<file path="config.mk">
export PLATFORM = sky130hd
export DESIGN_NAME = phase_freq_detector
export DESIGN_NICKNAME = d
export VERILOG_FILES = /design/src/rtl/pfd_pkg.sv /design/src/rtl/pfd_edge_sync.sv /design/src/rtl/pfd_flop_pair.sv /design/src/rtl/pfd_out_map.sv /design/src/rtl/phase_freq_detector.sv
export SDC_FILE = /design/constraint.sdc
export NUM_CORES = 1
export LEC_CHECK = 0
export BUFFER_PORTS_ARGS = -buffer_cell sky130_fd_sc_hd__buf_4
export CAP_MARGIN = 20
export CORE_AREA = 2 2 39 41
export CTS_CLUSTER_SIZE = 14
export DETAILED_ROUTE_END_ITERATION = 10
export DIE_AREA = 0 0 41 43
export PLACE_DENSITY_LB_ADDON = 0.2
export SYNTH_ARGS = -nofsm -noshare
export SYNTH_HDL_FRONTEND = slang
export SYNTH_SLANG_ARGS = --single-unit
</file>
<file path="constraint.sdc">
create_clock -name clk -period 1 [get_ports clk]
set_input_delay 0.3 -clock clk [delete_from_list [all_inputs] [get_ports clk]]
set_output_delay 0.3 -clock clk [all_outputs]
set_load 0.01 [all_outputs]
</file>
<file path="src/rtl/pfd_pkg.sv">
// pfd_pkg
// Types shared by the phase-frequency detector modules.
// Assumes: bit 0 of every request vector belongs to the reference input and
// bit 1 to the VCO input.
package pfd_pkg;

    localparam int unsigned PFD_NUM_IN = 2;
    localparam int unsigned PFD_REF    = 0;
    localparam int unsigned PFD_VCO    = 1;

    // Request pair in detector terms, before any polarity swap.
    typedef struct packed {
        logic vco_req;
        logic ref_req;
    } pfd_req_t;

    // Pack a two-bit request vector into the struct.
    function automatic pfd_req_t pfd_pack(input logic [PFD_NUM_IN-1:0] v);
        pfd_req_t r;
        r.ref_req = v[PFD_REF];
        r.vco_req = v[PFD_VCO];
        return r;
    endfunction

endpackage

</file>
<file path="src/rtl/pfd_edge_sync.sv">
// pfd_edge_sync
// Brings one asynchronous pulse train into the clock domain through a chain
// of STAGES flip-flops. It then emits a one-cycle pulse for each rising edge
// it sees.
// Assumes: STAGES >= 2, and the input stays high or low for at least two
// clock cycles per phase, so no edge is lost in the chain.
module pfd_edge_sync #(
    parameter int unsigned STAGES = 2
) (
    input  logic clk,
    input  logic rst_n,
    input  logic sig_i,
    output logic rise_o
);

    localparam int unsigned LAST = STAGES - 1;

    logic [LAST:0] chain_q;
    logic          hist_q;

    // First sampling stage.
    always_ff @(posedge clk) begin
        if (!rst_n) chain_q[0] <= 1'b0;
        else        chain_q[0] <= sig_i;
    end

    // Further metastability stages, one per generate index.
    for (genvar s = 1; s <= LAST; s++) begin : g_stage
        always_ff @(posedge clk) begin
            if (!rst_n) chain_q[s] <= 1'b0;
            else        chain_q[s] <= chain_q[s-1];
        end
    end

    // Hold the previous settled level for the edge compare.
    always_ff @(posedge clk) begin
        if (!rst_n) hist_q <= 1'b0;
        else        hist_q <= chain_q[LAST];
    end

    // Rising edge: settled high now, low one cycle ago.
    always_comb begin
        rise_o = chain_q[LAST] & ~hist_q;
    end

    // an edge pulse never lasts two cycles, so a held level cannot re-set a flop.
    a_r10_single_pulse: assert property (@(posedge clk) disable iff (!rst_n)
        rise_o |=> !rise_o);

endmodule

</file>
<file path="src/rtl/pfd_flop_pair.sv">
// pfd_flop_pair
// The two edge-set request flip-flops with a shared clear. When both are
// set, a counter measures OVERLAP_CYC cycles and then clears both in the
// same edge. A new edge in that clear cycle takes priority for its own flop.
// Assumes: OVERLAP_CYC >= 1, and edge inputs are single-cycle pulses.
module pfd_flop_pair
    import pfd_pkg::*;
#(
    parameter int unsigned OVERLAP_CYC = 2
) (
    input  logic                  clk,
    input  logic                  rst_n,
    input  logic [PFD_NUM_IN-1:0] edge_i,
    output pfd_req_t              req_o
);

    localparam int unsigned CNT_W    = $clog2(OVERLAP_CYC + 1);
    localparam logic [CNT_W-1:0] LAST_CNT = CNT_W'(OVERLAP_CYC - 1);
    localparam logic [CNT_W-1:0] LIMIT    = CNT_W'(OVERLAP_CYC);

    logic [PFD_NUM_IN-1:0] req_q;
    logic [CNT_W-1:0]      cnt_q;
    logic                  both;
    logic                  clr;

    // Joint state and end of the overlap window.
    always_comb begin
        both = &req_q;
        clr  = both && (cnt_q == LAST_CNT);
    end

    // Overlap counter: runs only while both requests are held.
    always_ff @(posedge clk) begin
        if (!rst_n)           cnt_q <= '0;
        else if (both && !clr) cnt_q <= cnt_q + 1'b1;
        else                  cnt_q <= '0;
    end

    // One request flop per input; a set beats the joint clear.
    for (genvar i = 0; i < PFD_NUM_IN; i++) begin : g_req
        always_ff @(posedge clk) begin
            if (!rst_n) req_q[i] <= 1'b0;
            else        req_q[i] <= (req_q[i] & ~clr) | edge_i[i];
        end
    end

    // Present the flop states as the shared request struct.
    always_comb begin
        req_o = pfd_pack(req_q);
    end

    // a reference edge always leaves the reference request set.
    a_r2_ref_sets: assert property (@(posedge clk) disable iff (!rst_n)
        edge_i[PFD_REF] |=> req_q[PFD_REF]);

    // a VCO edge always leaves the VCO request set.
    a_r3_vco_sets: assert property (@(posedge clk) disable iff (!rst_n)
        edge_i[PFD_VCO] |=> req_q[PFD_VCO]);

    // the overlap counter never passes the window length.
    a_r4_window_bound: assert property (@(posedge clk) disable iff (!rst_n)
        both |-> (cnt_q < LIMIT));

    // at the window end, with no fresh edge, both requests fall.
    a_r4_joint_clear: assert property (@(posedge clk) disable iff (!rst_n)
        (both && cnt_q == LAST_CNT && edge_i == '0) |=> (req_q == '0));

    // a fresh reference edge in the clear cycle keeps its request.
    a_r11_set_wins: assert property (@(posedge clk) disable iff (!rst_n)
        (clr && edge_i[PFD_REF] && !edge_i[PFD_VCO]) |=> (req_q[PFD_REF] && !req_q[PFD_VCO]));

    // no request rises without an edge in the cycle before.
    a_r10_no_spurious: assert property (@(posedge clk) disable iff (!rst_n)
        $rose(req_q[PFD_REF]) |-> $past(edge_i[PFD_REF]));

endmodule

</file>
<file path="src/rtl/pfd_out_map.sv">
// pfd_out_map
// Maps the detector requests onto the pump lines. It applies the polarity
// swap and derives the driver enable.
// Assumes: cfg_invert_i is quasi-static; a change takes effect at once.
module pfd_out_map
    import pfd_pkg::*;
(
    input  pfd_req_t req_i,
    input  logic     cfg_invert_i,
    output logic     up_o,
    output logic     dn_o,
    output logic     en_o
);

    // Route the requests to the up/down lines according to polarity.
    always_comb begin
        if (cfg_invert_i) begin
            up_o = req_i.vco_req;
            dn_o = req_i.ref_req;
        end else begin
            up_o = req_i.ref_req;
            dn_o = req_i.vco_req;
        end
    end

    // Driver leaves high impedance only while some request is active.
    always_comb begin
        en_o = req_i.ref_req | req_i.vco_req;
    end

endmodule

</file>
<file path="src/rtl/phase_freq_detector.sv">
// phase_freq_detector
// Top of the digital phase-frequency detector. It synchronises both pulse
// trains, sets a request flop per rising edge, clears both after a joint
// overlap window and maps the result onto swappable pump lines.
// Assumes: inputs are asynchronous to clk and much slower than it.
module phase_freq_detector
    import pfd_pkg::*;
#(
    parameter int unsigned SYNC_STAGES = 2,
    parameter int unsigned OVERLAP_CYC = 2
) (
    input  logic clk,
    input  logic rst_n,
    input  logic ref_in,
    input  logic vco_in,
    input  logic cfg_invert_i,
    input  logic cfg_full_i,
    output logic pump_up_o,
    output logic pump_dn_o,
    output logic pump_en_o,
    output logic pump_full_o
);

    logic [PFD_NUM_IN-1:0] raw_in;
    logic [PFD_NUM_IN-1:0] edge_pulse;
    pfd_req_t              req;

    // Gather both inputs into the indexed vector.
    always_comb begin
        raw_in[PFD_REF] = ref_in;
        raw_in[PFD_VCO] = vco_in;
    end

    // One synchroniser and edge finder per input.
    for (genvar i = 0; i < PFD_NUM_IN; i++) begin : g_in
        pfd_edge_sync #(
            .STAGES (SYNC_STAGES)
        ) u_sync (
            .clk    (clk),
            .rst_n  (rst_n),
            .sig_i  (raw_in[i]),
            .rise_o (edge_pulse[i])
        );
    end

    pfd_flop_pair #(
        .OVERLAP_CYC (OVERLAP_CYC)
    ) u_pair (
        .clk    (clk),
        .rst_n  (rst_n),
        .edge_i (edge_pulse),
        .req_o  (req)
    );

    pfd_out_map u_map (
        .req_i        (req),
        .cfg_invert_i (cfg_invert_i),
        .up_o         (pump_up_o),
        .dn_o         (pump_dn_o),
        .en_o         (pump_en_o)
    );

    // Pass the current choice to the pump.
    always_comb begin
        pump_full_o = cfg_full_i;
    end

    // coincident edges raise both pump lines together.
    a_r5_joint_rise: assert property (@(posedge clk) disable iff (!rst_n)
        (edge_pulse == '1) |=> (pump_up_o && pump_dn_o));

    // with the swap active, the up line carries the VCO-side request.
    a_r7_swap: assert property (@(posedge clk) disable iff (!rst_n)
        cfg_invert_i |-> (pump_up_o == req.vco_req && pump_dn_o == req.ref_req));

    // an idle driver implies no request on either line.
    a_r8_idle_float: assert property (@(posedge clk) disable iff (!rst_n)
        !pump_en_o |-> (!pump_up_o && !pump_dn_o));

    // the cycle after reset shows no pump activity.
    a_r1_reset_idle: assert property (@(posedge clk)
        !rst_n |=> (!pump_up_o && !pump_dn_o && !pump_en_o));

endmodule

</file>
After elaboration in Yosys (flattened, before gate mapping)
Cells that the tools add are included.
Storage, ports and cells
  register bits after elaboration: 10
  bits of input ports: 6
  output and inout bits: 4
Cells by class
  add/subtract/negate cells: 1
  equal/unequal tests: 1
  multiplexer cells: 2
  bitwise gates (word level): 10
  reductions and logical operators: 5
Operator list (number)
  1-bit bitwise AND: 4
  2-bit AND reduction: 2
  1-bit inverter: 3
  1-bit OR: 3
  2-bit by 1-bit adder with 2-bit output, second input constant: 1
  2-bit by 1-bit equality test with 1-bit output, second input constant: 1
  1-bit logical AND: 2
  1-bit two-way mux: 2
  1-bit logical NOT: 1

Depth between registers and ports, before layout
  depth after elaboration: 5
  mapped depth: 4

Hierarchy
Synthesis repeated with hierarchy kept, for this count alone.
Unflattened totals
  cell total of the unflattened synthesis: 33
  area, all modules: 364.1 sq um
By module, submodules not included
  pfd_edge_sync: instances 2, cells an instance 7, area an instance 92.6 sq um
  pfd_flop_pair: instances 1, cells an instance 15, area an instance 142.6 sq um
  pfd_out_map: instances 1, cells an instance 3, area an instance 28.8 sq um
  phase_freq_detector: instances 1, cells an instance 1, area an instance 7.5 sq um

Least setup slack after synthesis
No wires, ideal clock.
  path kind: register -> output
  start: reg u_pair.req_q[1], in the netlist u_pair.req_o[1]
  end: out pump_en_o
  data arrival time: 0.637 ns
  required time: 0.700 ns
  path slack: 0.063 ns
  cell stages (with the launch flop): 2
  buffers on the path: 0
  cells stage by stage: dfxtp_1 > or2_2
On the way
  longest elaborated chain between the ends: 1
Ends and longest elaborated chain
  start: declaration: line pfd_flop_pair.sv:21  | logic [PFD_NUM_IN-1:0] req_q;
  start signal: indexed assignment: line pfd_flop_pair.sv:43  | else req_q[i] <= (req_q[i] & ~clr) | edge_i[i];
  1-bit OR: line pfd_out_map.sv:28  | en_o = req_i.ref_req | req_i.vco_req;
  end: declaration: line phase_freq_detector.sv:20  | output logic pump_en_o,
No other way between the ends.

Worst setup path in the final report
  start: reg u_pair.req_q[0], in the netlist u_pair.req_o[0]
  end: out pump_dn_o
On the way
  longest elaborated chain between the ends: 1
Ends and longest elaborated chain
  1-bit two-way mux: line pfd_out_map.sv:17  | if (cfg_invert_i) begin
  end: declaration: line phase_freq_detector.sv:19  | output logic pump_dn_o,
No other way between the ends.

==> run_results.csv <==
group,metric,value,unit
setup_path,cp_slowest_cell,"dfxtp_2",
routing,ant_nets,0,
routing,routed_wl,522,µm
setup_path,worst_path_largest_cell_delay,330,ps
setup_path,path_delay_family,"flip-flops",
die,die_h,43,µm
synthesis,ys_seq_area_frac,0.565,
pwr,p_leak,0.214,nW
cells_and_area,area_growth,35.3,%
pwr,power_frac_comb,0.108,
synthesis,syn_area,354,µm²
synthesis,yosysWarnings,0,
cts,cts_root_buffer,"clkbuf_4",
synthesis,synth_seq_cells,10,
cells_and_area,final_common_cell,"dfxtp_1",
timing,worstMarginPinSlew,128,ps
timing,setup_viol,3,
cells_and_area,antenna_cells,0,
placement,portBuffers,7,
die,die_w,41,µm
timing,relSlewSlack,0.914,
synthesis,yosys.area.top_type,"dfxtp_1",
grt,grt_max_degree,10,
timing,finalHoldViolations,0,
cells_and_area,multi_input_area,144,µm²
cts,htree_levels,1,
timing,period_needed,1270,ps
routing,via_per_inst,4.36,
synthesis,synthDistinctLibCells,12,
setup_path,setup.worst_path.class,"reg2out",
synthesis,syn_nets,38,
die,boundaryPins,10,
timing,clock.fmax,0.789,GHz
setup_path,cp_max_fo,4,
timing,worst_hold_slack,270,ps
outcome,status,"finished, violations left",
cells_and_area,fillers,147,
routing,drt-initial-drc-count,1,
outcome,violations,"setup timing",
synthesis,synth_top_area_frac,0.565,
cells_and_area,fin_nets,51,
cells_and_area,seq_area,203,µm²
die,initial_core_util,0.256,
synthesis,synth.area.top_cells,"dfxtp_1 (57%), and2_2 (8.5%), a32o_2 (6.4%)",
grt,grt_antenna_before_repair,0,
timing,setup_tns,-771,ps
cts,numCtsBuffers,3,
grt,grt_pass1_wl,1.01,mm
timing,rsz0062_at_grt,"true",
setup_path,reg2reg_slack,70,ps
cts,insertion_delay,250,ps
die,dieArea,1760,µm²
grt,grt_pass1_vias,274,
placement,hpwl,398,µm
setup_path,worstPathArrival,970,ps
die,fp-row-count,14,
pwr,switchingPower,145,µW
cells_and_area,drive_gt1_frac,0.619,
cts,clock_sinks,10,
routing,drc,0,
die,core,1380,µm²
setup_path,startpoint_type,"flip-flop",
placement,place_congestion,0.622,
cts,cts_tree,"yes",
worst_hold_path,min_path_cells,2,
worst_hold_path,hold_end,"g_in[0].u_sync.chain_q[0]",
routing,dr.pass1.iters,2,
pwr,powerDensity,1570,nW/µm²
pwr,internal_power,608,µW
routing,via_count,253,
pwr,power_frac_clock,0.332,
setup_path,path_cells,"mux2_2 > buf_6",
timing,worst_slack,-267,ps
run,max-cap-violations,0,
synthesis,syn_avg_cell_area,11.4,µm²
worst_hold_path,hp-start,"ref_in",
cells_and_area,final_cell_mix,"dfxtp_1 (8), buf_4 (6), and2_2 (4)",
setup_path,endpoint_kind,"output port",
pwr,seq_power_share,0.559,
cts,cts_hold_buf,0,
cts,path_clk_slew,60,ps
setup_path,rr_worst_depth,3,
cts,clockBufferDepth,2,
cts,post_cts_buffers,0,
setup_path,r2r-start,"u_pair.cnt_q[0]",
pwr,swShare,0.193,
cells_and_area,post-route-util,0.346,
grt,grtUsageTotal,0.0879,
setup_path,crit_required,700,ps
routing,wl_per_cell,9.00,µm
setup_path,reg2reg_to,"u_pair.req_o[0]",
synthesis,synth_cells,31,
setup_path,crit_buf_inv,1,
timing,timing.final.crit_share,1.27,
grt,gr-total-overflow,0,
pwr,ir_worst_vdd,0.000721,V
timing,drv_slew,0,
worst_hold_path,min_path_type,"in2reg",
timing,fin_skew,1.16,ps
## worst max-delay path by stage
stage / from / endpoint / cells past startpoint
4_1_cts: u_pair.req_o[1] / pump_dn_o / 2
6_report: u_pair.req_o[0] / pump_dn_o / 2
5_1_grt: u_pair.req_o[0] / pump_dn_o / 2
3_5_place_dp: cfg_invert_i / pump_dn_o / 3
2_1_floorplan: u_pair.req_o[1] / pump_en_o / 1
3_3_place_gp: cfg_invert_i / pump_dn_o / 3
## synth_stat cells
library cell,number
nor2_1,2
or2_2,1
dfxtp_1,10
and2_2,4
mux2_2,2
a32o_2,2
nand2_1,2
ha_1,1
buf_4,1
and2_4,2
inv_1,3
nand4b_1,1
## logic make-up (layout without fill, tap and decap cells)
family,count (synthesis),in the layout,share of synthesized area
buf+inv,4,15,0.0530
mux,2,2,0.0636
fa+ha+maj,1,1,0.0353
compound gates,2,2,0.0636
simple gates,12,12,0.219
flops,10,10,0.565
## area by class of cell
| class | instances | share of cell area |
|---|---|---|
| Multi-Input combinational cell | 17 | 0.300 |
| Tap cell | 16 | 0.0418 |
| Clock buffer | 3 | 0.0470 |
| Sequential cell | 10 | 0.423 |
| Inverter | 3 | 0.0235 |
| Timing Repair Buffer | 9 | 0.164 |
## metrics by stage
stage	power (mW)	worst slack (ps)	instances	cell area, µm²
after floorplan	0.463	63.0	31	354
after global placement	0.497	-140	55	434
after detailed placement	0.499	-144	55	434
after CTS	0.772	-281	58	477
after global routing	0.800	-310	58	479
final	0.753	-267	58	479
## routing by layer
layer	part of all wire	wire [µm]	global-route usage	vias to the layer above
li1	-	-	-	123
met3	0.094	49	0.0524	0
met5	0	0	0	-
met4	0	0	0.0600	0
met1	0.34	179	0.0656	121
met2	0.56	292	0.150	9
## worst register-to-register path: cells and delay by family (launching register included)
family          cells  cell delay (ps)
compound gates      1              240
flops               1              340
simple gates        1               50
fa+ha+maj           1              200
## registers in the layout, indices dropped and copies added, names as in the netlist
| name | cells |
|---|---|
| g_in.u_sync.hist_q | 2 |
| g_in.u_sync.chain_q | 4 |
| u_pair.cnt_q | 2 |
| u_pair.req_o | 2 |
## power by group through the flow
stage / logic [mW] / clock network [mW] / registers, mW
finish: 0.0816 / 0.250 / 0.421
global route: 0.0897 / 0.288 / 0.423
CTS: 0.0826 / 0.269 / 0.421
detailed placement: 0.0709 / 0 / 0.428
global placement: 0.0698 / 0 / 0.427
floorplan: 0.0349 / 0 / 0.428
## what timing repair did
item | CTS | global route
endpoints found under the setup margin | 3 | 4
gates resized for setup | 7 | 1
endpoints found under the hold margin | 0 | 0
pin swaps | 1 | 1
No activity file was read; power rests on OpenSTA's default activity.
